File: src/rtl/dmac_ctl_pkg.sv
package dmac_ctl_pkg;

    localparam int DMAC_CH     = 4;
    localparam int DMAC_DW     = 8;
    localparam int DMAC_CH_W   = $clog2(DMAC_CH);
    localparam int DMAC_PORT_W = 3;
    localparam int DMAC_REQ_BIT = 2;          // set/clear bit of request and single-mask writes
    localparam logic [DMAC_DW-1:0] DMAC_CMD_OK = 8'h04;

    typedef enum logic [DMAC_PORT_W-1:0] {
        PORT_CMD      = 3'd0,
        PORT_REQ      = 3'd1,
        PORT_SMASK    = 3'd2,
        PORT_MODE     = 3'd3,
        PORT_FFCLR    = 3'd4,
        PORT_MCLR     = 3'd5,
        PORT_MASK_CLR = 3'd6,
        PORT_MASK_ALL = 3'd7
    } ctl_port_e;

    typedef struct packed {
        logic cmd;
        logic req;
        logic smask;
        logic mode;
        logic ffclr;
        logic mclr;
        logic mask_clr;
        logic mask_all;
    } ctl_strobe_t;

    // Mode layout matches write data bits 7:2
    typedef struct packed {
        logic [1:0] op_mode;
        logic       addr_dec;
        logic       auto_init;
        logic [1:0] xfer;
    } mode_t;

    function automatic logic cmd_legal(logic [DMAC_DW-1:0] d);
        return (d & ~DMAC_CMD_OK) == '0;
    endfunction

endpackage

File: src/rtl/dmac_port_decode.sv
module dmac_port_decode
    import dmac_ctl_pkg::*;
(
    input  logic                   wr_en,
    input  logic [DMAC_PORT_W-1:0] wr_idx,
    output ctl_strobe_t            strb
);
    always_comb begin
        strb = '0;
        if (wr_en) begin
            case (ctl_port_e'(wr_idx))
                PORT_CMD:      strb.cmd      = 1'b1;
                PORT_REQ:      strb.req      = 1'b1;
                PORT_SMASK:    strb.smask    = 1'b1;
                PORT_MODE:     strb.mode     = 1'b1;
                PORT_FFCLR:    strb.ffclr    = 1'b1;
                PORT_MCLR:     strb.mclr     = 1'b1;
                PORT_MASK_CLR: strb.mask_clr = 1'b1;
                PORT_MASK_ALL: strb.mask_all = 1'b1;
                default:       strb          = '0;
            endcase
        end
    end
endmodule

File: src/rtl/dmac_mode_bank.sv
module dmac_mode_bank
    import dmac_ctl_pkg::*;
#(
    parameter int N = DMAC_CH,
    localparam int W = $clog2(N)
) (
    input  logic               clk,
    input  logic               rst,
    input  logic               wr_stb,
    input  logic [DMAC_DW-1:0] wr_data,
    input  logic [W-1:0]       rd_idx,
    output mode_t              rd_mode
);
    mode_t modes [N];

    for (genvar g = 0; g < N; g++) begin : g_mode
        always_ff @(posedge clk) begin
            if (rst)
                modes[g] <= '0;
            else if (wr_stb && (wr_data[W-1:0] == W'(g)))
                modes[g] <= mode_t'(wr_data[DMAC_DW-1:2]);
        end
    end

    assign rd_mode = modes[rd_idx];
endmodule

File: src/rtl/dmac_fixed_arb.sv
module dmac_fixed_arb #(
    parameter int N = 4,
    localparam int W = $clog2(N)
) (
    input  logic [N-1:0] req,
    output logic         valid,
    output logic [W-1:0] idx
);
    // Scan from the top down so the lowest eligible index is the last to write
    always_comb begin
        valid = 1'b0;
        idx   = '0;
        for (int i = N - 1; i >= 0; i--) begin
            if (req[i]) begin
                valid = 1'b1;
                idx   = W'(i);
            end
        end
    end
endmodule

File: src/rtl/dmac_ctl_regs.sv
module dmac_ctl_regs
    import dmac_ctl_pkg::*;
(
    input  logic                   clk,
    input  logic                   rst,
    input  logic                   wr_en,
    input  logic [DMAC_PORT_W-1:0] wr_idx,
    input  logic [DMAC_DW-1:0]     wr_data,
    input  logic [DMAC_CH-1:0]     hold_i,
    input  logic [DMAC_CH-1:0]     release_i,
    input  logic [DMAC_CH-1:0]     tc_i,
    input  logic                   ptr_toggle_i,
    output logic [DMAC_DW-1:0]     command_o,
    output logic [2*DMAC_CH-1:0]   status_o,
    output logic [DMAC_CH-1:0]     mask_o,
    output logic                   flipflop_o,
    output logic                   cmd_err_o,
    output logic [DMAC_CH-1:0]     service_en_o,
    output logic                   sel_valid_o,
    output logic [DMAC_CH_W-1:0]   sel_chan_o,
    output logic [1:0]             sel_xfer_o,
    output logic                   sel_auto_init_o,
    output logic                   sel_addr_dec_o,
    output logic [1:0]             sel_op_mode_o
);
    ctl_strobe_t strb;
    logic [DMAC_CH-1:0]   req_q, tc_q, mask_q;
    logic [DMAC_CH-1:0]   req_nxt, tc_nxt, mask_nxt;
    logic [DMAC_DW-1:0]   cmd_q;
    logic                 ff_q, err_q;
    logic [DMAC_CH_W-1:0] wch;
    mode_t                sel_mode;

    assign wch = wr_data[DMAC_CH_W-1:0];

    dmac_port_decode u_dec (
        .wr_en  (wr_en),
        .wr_idx (wr_idx),
        .strb   (strb)
    );

    always_comb begin
        mask_nxt = mask_q;
        if (strb.smask)    mask_nxt[wch] = wr_data[DMAC_REQ_BIT];
        if (strb.mask_clr) mask_nxt = '0;
        if (strb.mask_all) mask_nxt = wr_data[DMAC_CH-1:0];

        req_nxt = req_q;
        tc_nxt  = tc_q;
        if (strb.req) begin
            req_nxt[wch] = wr_data[DMAC_REQ_BIT];
            tc_nxt[wch]  = 1'b0;
        end
        req_nxt = (req_nxt | hold_i) & ~release_i;
        tc_nxt  = tc_nxt | tc_i;
    end

    always_ff @(posedge clk) begin
        if (rst || strb.mclr) begin
            mask_q <= '1;
            req_q  <= '0;
            tc_q   <= '0;
            cmd_q  <= '0;
            ff_q   <= 1'b0;
            err_q  <= 1'b0;
        end else begin
            mask_q <= mask_nxt;
            req_q  <= req_nxt;
            tc_q   <= tc_nxt;
            if (strb.ffclr)
                ff_q <= 1'b0;
            else if (ptr_toggle_i)
                ff_q <= ~ff_q;
            if (strb.cmd) begin
                if (cmd_legal(wr_data))
                    cmd_q <= wr_data;
                else
                    err_q <= 1'b1;
            end
        end
    end

    assign service_en_o = ~mask_q & req_q;

    dmac_fixed_arb #(.N(DMAC_CH)) u_arb (
        .req   (service_en_o),
        .valid (sel_valid_o),
        .idx   (sel_chan_o)
    );

    dmac_mode_bank #(.N(DMAC_CH)) u_modes (
        .clk     (clk),
        .rst     (rst),
        .wr_stb  (strb.mode),
        .wr_data (wr_data),
        .rd_idx  (sel_chan_o),
        .rd_mode (sel_mode)
    );

    assign command_o       = cmd_q;
    assign status_o        = {req_q, tc_q};
    assign mask_o          = mask_q;
    assign flipflop_o      = ff_q;
    assign cmd_err_o       = err_q;
    assign sel_xfer_o      = sel_mode.xfer;
    assign sel_auto_init_o = sel_mode.auto_init;
    assign sel_addr_dec_o  = sel_mode.addr_dec;
    assign sel_op_mode_o   = sel_mode.op_mode;
endmodule

File: config.mk
export PLATFORM = sky130hd
export DESIGN_NAME = dmac_ctl_regs
export DESIGN_NICKNAME = d
export VERILOG_FILES = /design/src/rtl/dmac_ctl_pkg.sv /design/src/rtl/dmac_port_decode.sv /design/src/rtl/dmac_mode_bank.sv /design/src/rtl/dmac_fixed_arb.sv /design/src/rtl/dmac_ctl_regs.sv
export SDC_FILE = /design/constraint.sdc
export NUM_CORES = 1
export LEC_CHECK = 0
export BUFFER_PORTS_ARGS = -buffer_cell sky130_fd_sc_hd__buf_2
export CAP_MARGIN = 20
export CORE_MARGIN = 8
export CORE_UTILIZATION = 46
export DETAILED_ROUTE_END_ITERATION = 12
export PLACE_DENSITY = 0.75
export SETUP_SLACK_MARGIN = 0.1
export SYNTH_ARGS = -nofsm -noshare
export SYNTH_HDL_FRONTEND = slang
export SYNTH_SLANG_ARGS = --single-unit
export TNS_END_PERCENT = 10
File: constraint.sdc
create_clock -name clk -period 1.4 [get_ports clk]
set_input_delay 0.14 -clock clk [delete_from_list [all_inputs] [get_ports clk]]
set_output_delay 0.14 -clock clk [all_outputs]
set_load 0.01 [all_outputs]
# Yosys cells after proc, flatten, opt, wreduce, memory -nomap -nowiden
# Memories as Yosys holds them, arrays and structs flattened.
# Cells that the tools add are included.
# Widths: inputs -> output; s select.
# op_classes
order_cmp	2
eq_ne	10
n_mux	44
n_bitwise	14
n_reduce_logical	13
# ops
operator	n
$mux 1	27
$mux 6	4
$mux 4	5
$and 4x4->4	3
$eq 3x3->1 const B	4
$not 4->4	3
$bwmux 4	2
$logic_not 8->1	1
$mux 2	4
$mux 8	1
$or 4x4->4	2
$eq 3x2->1 const B	2
$logic_and 1x1->1	5
$eq 2x2->1 const B	2
$or 1x1->1	4
$reduce_and 2->1	2
$eq 3x1->1 const B	1
$logic_not 3->1	1
$lt 2x3->1 const B	1
$reduce_bool 3->1	1
$demux 1 s2	1
$eq 2x1->1 const B	1
$ge 2x1->1 const B	1
$logic_not 2->1	1
other kinds (3)	4
# word_totals
reg_bits	22
ram_bits	24
in_bits	27
elab_cells	90
memories	1
# mem_list
memory	words	word_bits	rd	rd_clocked_by_memory_dff	write_ports	line_no	source
u_modes.modes	4	6	1	0	4	dmac_mode_bank.sv:14	mode_t modes [N];

# Logic depth before layout (Yosys ltp)
# depth
depth_word	8
ltp_mapped	5
mapped_depth_nobuf	5

# Hierarchy
# Synthesis repeated with hierarchy kept, for this count alone.
# hier_totals
hier_cells	181
area_unflattened_um2	2123.3
# by_module_without_submodules
mod	instances	cells_per_inst	area_per_inst_um2	seq_area_each_um2
dmac_mode_bank	1	71	1063.5	720.7
dmac_ctl_regs	1	95	929.6	440.4
dmac_port_decode	1	8	95.1	0.0
dmac_fixed_arb	1	7	35.0	0.0

# Worst setup path before layout
# OpenSTA, ideal clock, no wires.
# synth_path
path_kind	flip-flop to output port
start	register req_q[1]
end	output sel_addr_dec_o
arrival_time_ns	1.494
required_ns	1.260
slack_ns	-0.234
stages_incl_launch_ff	5
path_buffers	0
cell_sequence	dfxtp_1 nor2b_1 a21oi_1 nor2_2 mux2i_1
# synth_via
elab_chain_cells	4
# synth_rtl
element	line_no	source
start, declared	dmac_ctl_regs.sv:27	logic [DMAC_CH-1:0] req_q, tc_q, mask_q;
start signal, assigned	dmac_ctl_regs.sv:68	req_q <= req_nxt;
$and 4x4->4	dmac_ctl_regs.sv:83	assign service_en_o = ~mask_q & req_q;
via service_en_o[1]	dmac_ctl_regs.sv:18	output logic [DMAC_CH-1:0] service_en_o,
$mux 2 (2 in a row)	dmac_fixed_arb.sv:14	if (req[i]) begin
via sel_chan_o[0]	dmac_ctl_regs.sv:20	output logic [DMAC_CH_W-1:0] sel_chan_o,
$mem_v2 4x6	n/a	
end, declared	dmac_ctl_regs.sv:23	output logic sel_addr_dec_o,
# The timed path passes the listed nets, and every way through them passes these cells.

# Final worst setup path
# layout_path
start	register mask_q[2] (netlist: mask_o[2])
end	output sel_xfer_o[1]
# layout_via
elab_chain_cells	6
# layout_rtl
element	line_no	source
start, declared	dmac_ctl_regs.sv:27	
start signal, assigned	dmac_ctl_regs.sv:67	mask_q <= mask_nxt;
$not 4->4	dmac_ctl_regs.sv:83	
$and 4x4->4	dmac_ctl_regs.sv:83	
$mux 2 (3 in a row)	dmac_fixed_arb.sv:14	
$mem_v2 4x6	n/a	
end, declared	dmac_ctl_regs.sv:21	output logic [1:0] sel_xfer_o,
# Every way passes these cells.

==> reports/qor.txt <==
run status: finished, violations left
vias per inst: 5.16
critical register-to-register path startpoint: req_q[2]
gr ovfl total: 0
share of cells above drive strength 1: 41.0%
Syn-to-layout area delta: 37.7%
Post-Place Cells: 333
hold slack: 0.0460 ns
count of final hold-check violations: 0
H-tree depth: 2
actual slew at the worst max-slew pin: 0.304 ns
fmax: 549 MHz
Seq. cell area: 1170 µm²
CTS root buf: clkbuf_8
Critical Path AT: 1.68 ns
Final period util: 130%
failing checks: negative setup slack
Crit. End Element: primary output
FP Rows: 24
Clock Latency Late Sink: 0.29 ns
compound-gate portion of the synthesized area: 9.15%
post-place setup slack: -0.123 ns
Slew Limit Fails: 0
asr flop ratio synth: 0%
register area share after synthesis: 54.5%
Multi-input gate area: 976 µm²
vias in the first global route: 1,854
Mapped Cells: 196
FILL cells: 356
TritonCTS Buffers: 5
Bufs on Longest Clock Path: 2
initial antenna violation count: 0
most frequent cells in the layout: buf_2 (60), and2_1 (32), buf_4 (29)
Iter 0 DRT Violations: 119
Total Routing Usage GR: 14.6%
Avg Cell Area, Syn: 10.9 µm²
CORE AREA: 4410 µm²
Critical Path Source: mask_o[2]
post-CTS setup buffers: 0
largest net degree at the start of global routing: 15
Clock Pin Slew Worst Setup and Hold Paths: 0.08 ns
clk sinks: 46
WP data required: 1.26 ns
RSZ-0062 raised after global routing: true
DRC violations left: 0
HP Class: in -> reg
xor-xnor portion of the synthesized cell area: 0.411%
DR WL/cell: 15.0 µm
Post-Synth Simple-Gate Area: 24.9%
mux contribution to synthesized area: 8.92%
DR vias: 1,779
Max-slew headroom: 79.7%
Synth cell types: 39
min cycle time layout: 1.82 ns
Synth area leaders: edfxtp_1 (34%), dfxtp_1 (21%), and2_1 (9.4%)
I/O pin cnt: 62
Post-synth EDFFs: 24
Yosys top cell by area: edfxtp_1
Initial Util: 48.3%
fin cells: 345
Nets: 319
CTS tree: done
Antenna diodes: 0
Hold Path Origin: tc_i[3]
Leakage: 0.00124 µW
PD cells: 963 nW/µm²
post-synthesis net count: 223
Placer Congestion: 0.754
antenna-violating nets left: 0
final clock skew: 0 ns
Die Y-Extent: 84.1 µm
detailed placement HPWL: 4020 µm
largest family of logic cells by synthesized area: simple AND/OR/NAND/NOR gates
PnR worst setup slack: -0.422 ns
Synth Flop Type: edfxtp_1
Synth Register Bits: 46
die area: 7070 µm²
CP max FO: 13
max_cap viols: 0
IO Port Bufs: 61
first-pass GRT wire length: 8580 µm
first drt pass iteration count: 4
final setup violation count: 9
Worst Setup Start Kind: flop
Post-Synth Adder-Cell Area: 0%
Die X: 84.1 µm
Setup Crit Path Kind: reg -> out
total wire length: 5170 µm
Peak VDD IR: 0.000537 V
post-synth top area share: 33.8%
Yosys warnings: 0
commonest non-fill, non-tap cell in the layout: buf_2
mapped cell area: 2130 µm²
## power by group
part,total (µW),internal [µW],switching (µW),leakage [µW]
sequential,1510,1480,27.2,0.000409
combinational,368,181,187,0.000784
clock,954,522,432,0.0000502
total,2830,2180,646,0.00124
## cells in the mapped netlist, types with 3 or more instances
cell      instances
nand2_1           8
buf_2             3
nand2b_1          5
nor3_1            6
o21ai_0           5
a211oi_1          3
and2_1           32
a21oi_1           7
o21bai_1          4
mux2i_1          19
dfxtp_1          22
nor2b_1           4
clkbuf_1          4
edfxtp_1         24
nor2_1           16
## worst max-delay path, cell delays in order, from the launching register on
cell	delay, ns
dfxtp_2	0.32
nand2b_4	0.14
a211oi_4	0.26
buf_12	0.19
mux2i_2	0.21
mux2i_1	0.10
buf_2	0.15
## area by class of cell
| class | instances | share of cell area (%) |
|---|---|---|
| flip-flops and latches | 46 | 39.8 |
| multi-input cells | 140 | 33.2 |
| repair buffers | 97 | 20.8 |
| clock buffers | 5 | 2.34 |
| well taps | 52 | 2.22 |
| clock inverters | 3 | 1.36 |
| inverters | 2 | 0.256 |
## path summary, 6_finish.rpt
check                  end  slack (ns)  cells past startpoint
max          sel_xfer_o[1]       -0.42                      6
min                tc_q[3]        0.05                      3
max reg2reg       req_q[2]        0.52                      4
min reg2reg   command_o[5]        0.46                      1
## routing by layer
metal | share of wire (%) | global-route usage, % | up-vias
li1 | - | - | 900
met1 | 41 | 16.0 | 823
met2 | 51 | 25.8 | 51
met3 | 6.9 | 4.79 | 5
met4 | 1.1 | 3.92 | 0
met5 | 0 | 0 | -
## per-stage QoR
step	area, µm²	setup TNS [ns]	utilization, %	total power [µW]
final	2940	-2.92	66.5	2830
after global placement	2760	-1.03	62.6	1890
after floorplan	2180	-0.380	-	1710
after CTS	2910	-3.07	66.0	2850
after detailed placement	2760	-1.24	62.6	1900
after global routing	2940	-3.64	66.5	2940
## state kept, by name, indices dropped and copies added (netlist names)
name           count
mask_o             4
tc_q               4
req_q              4
cmd_err_o          1
flipflop_o         1
command_o          8
u_modes.modes     24
## cells by family (layout without fill, tap and decap cells)
group	count (synthesis)	count (layout)
and+or+nand+nor	91	91
muxes	19	19
DFF	46	46
buffers and inverters	10	107
AOI/OAI and AO/OA	29	29
xor gates and xnor gates	1	1
## repair_timing
action                                  CTS  global route
endpoints found under the setup margin   10            10
pin swaps                                 0             0
hold endpoints to repair                  4             0
gates resized for setup                   2             6
hold buffers                              4             0
Power figures use the tool's default switching activity.
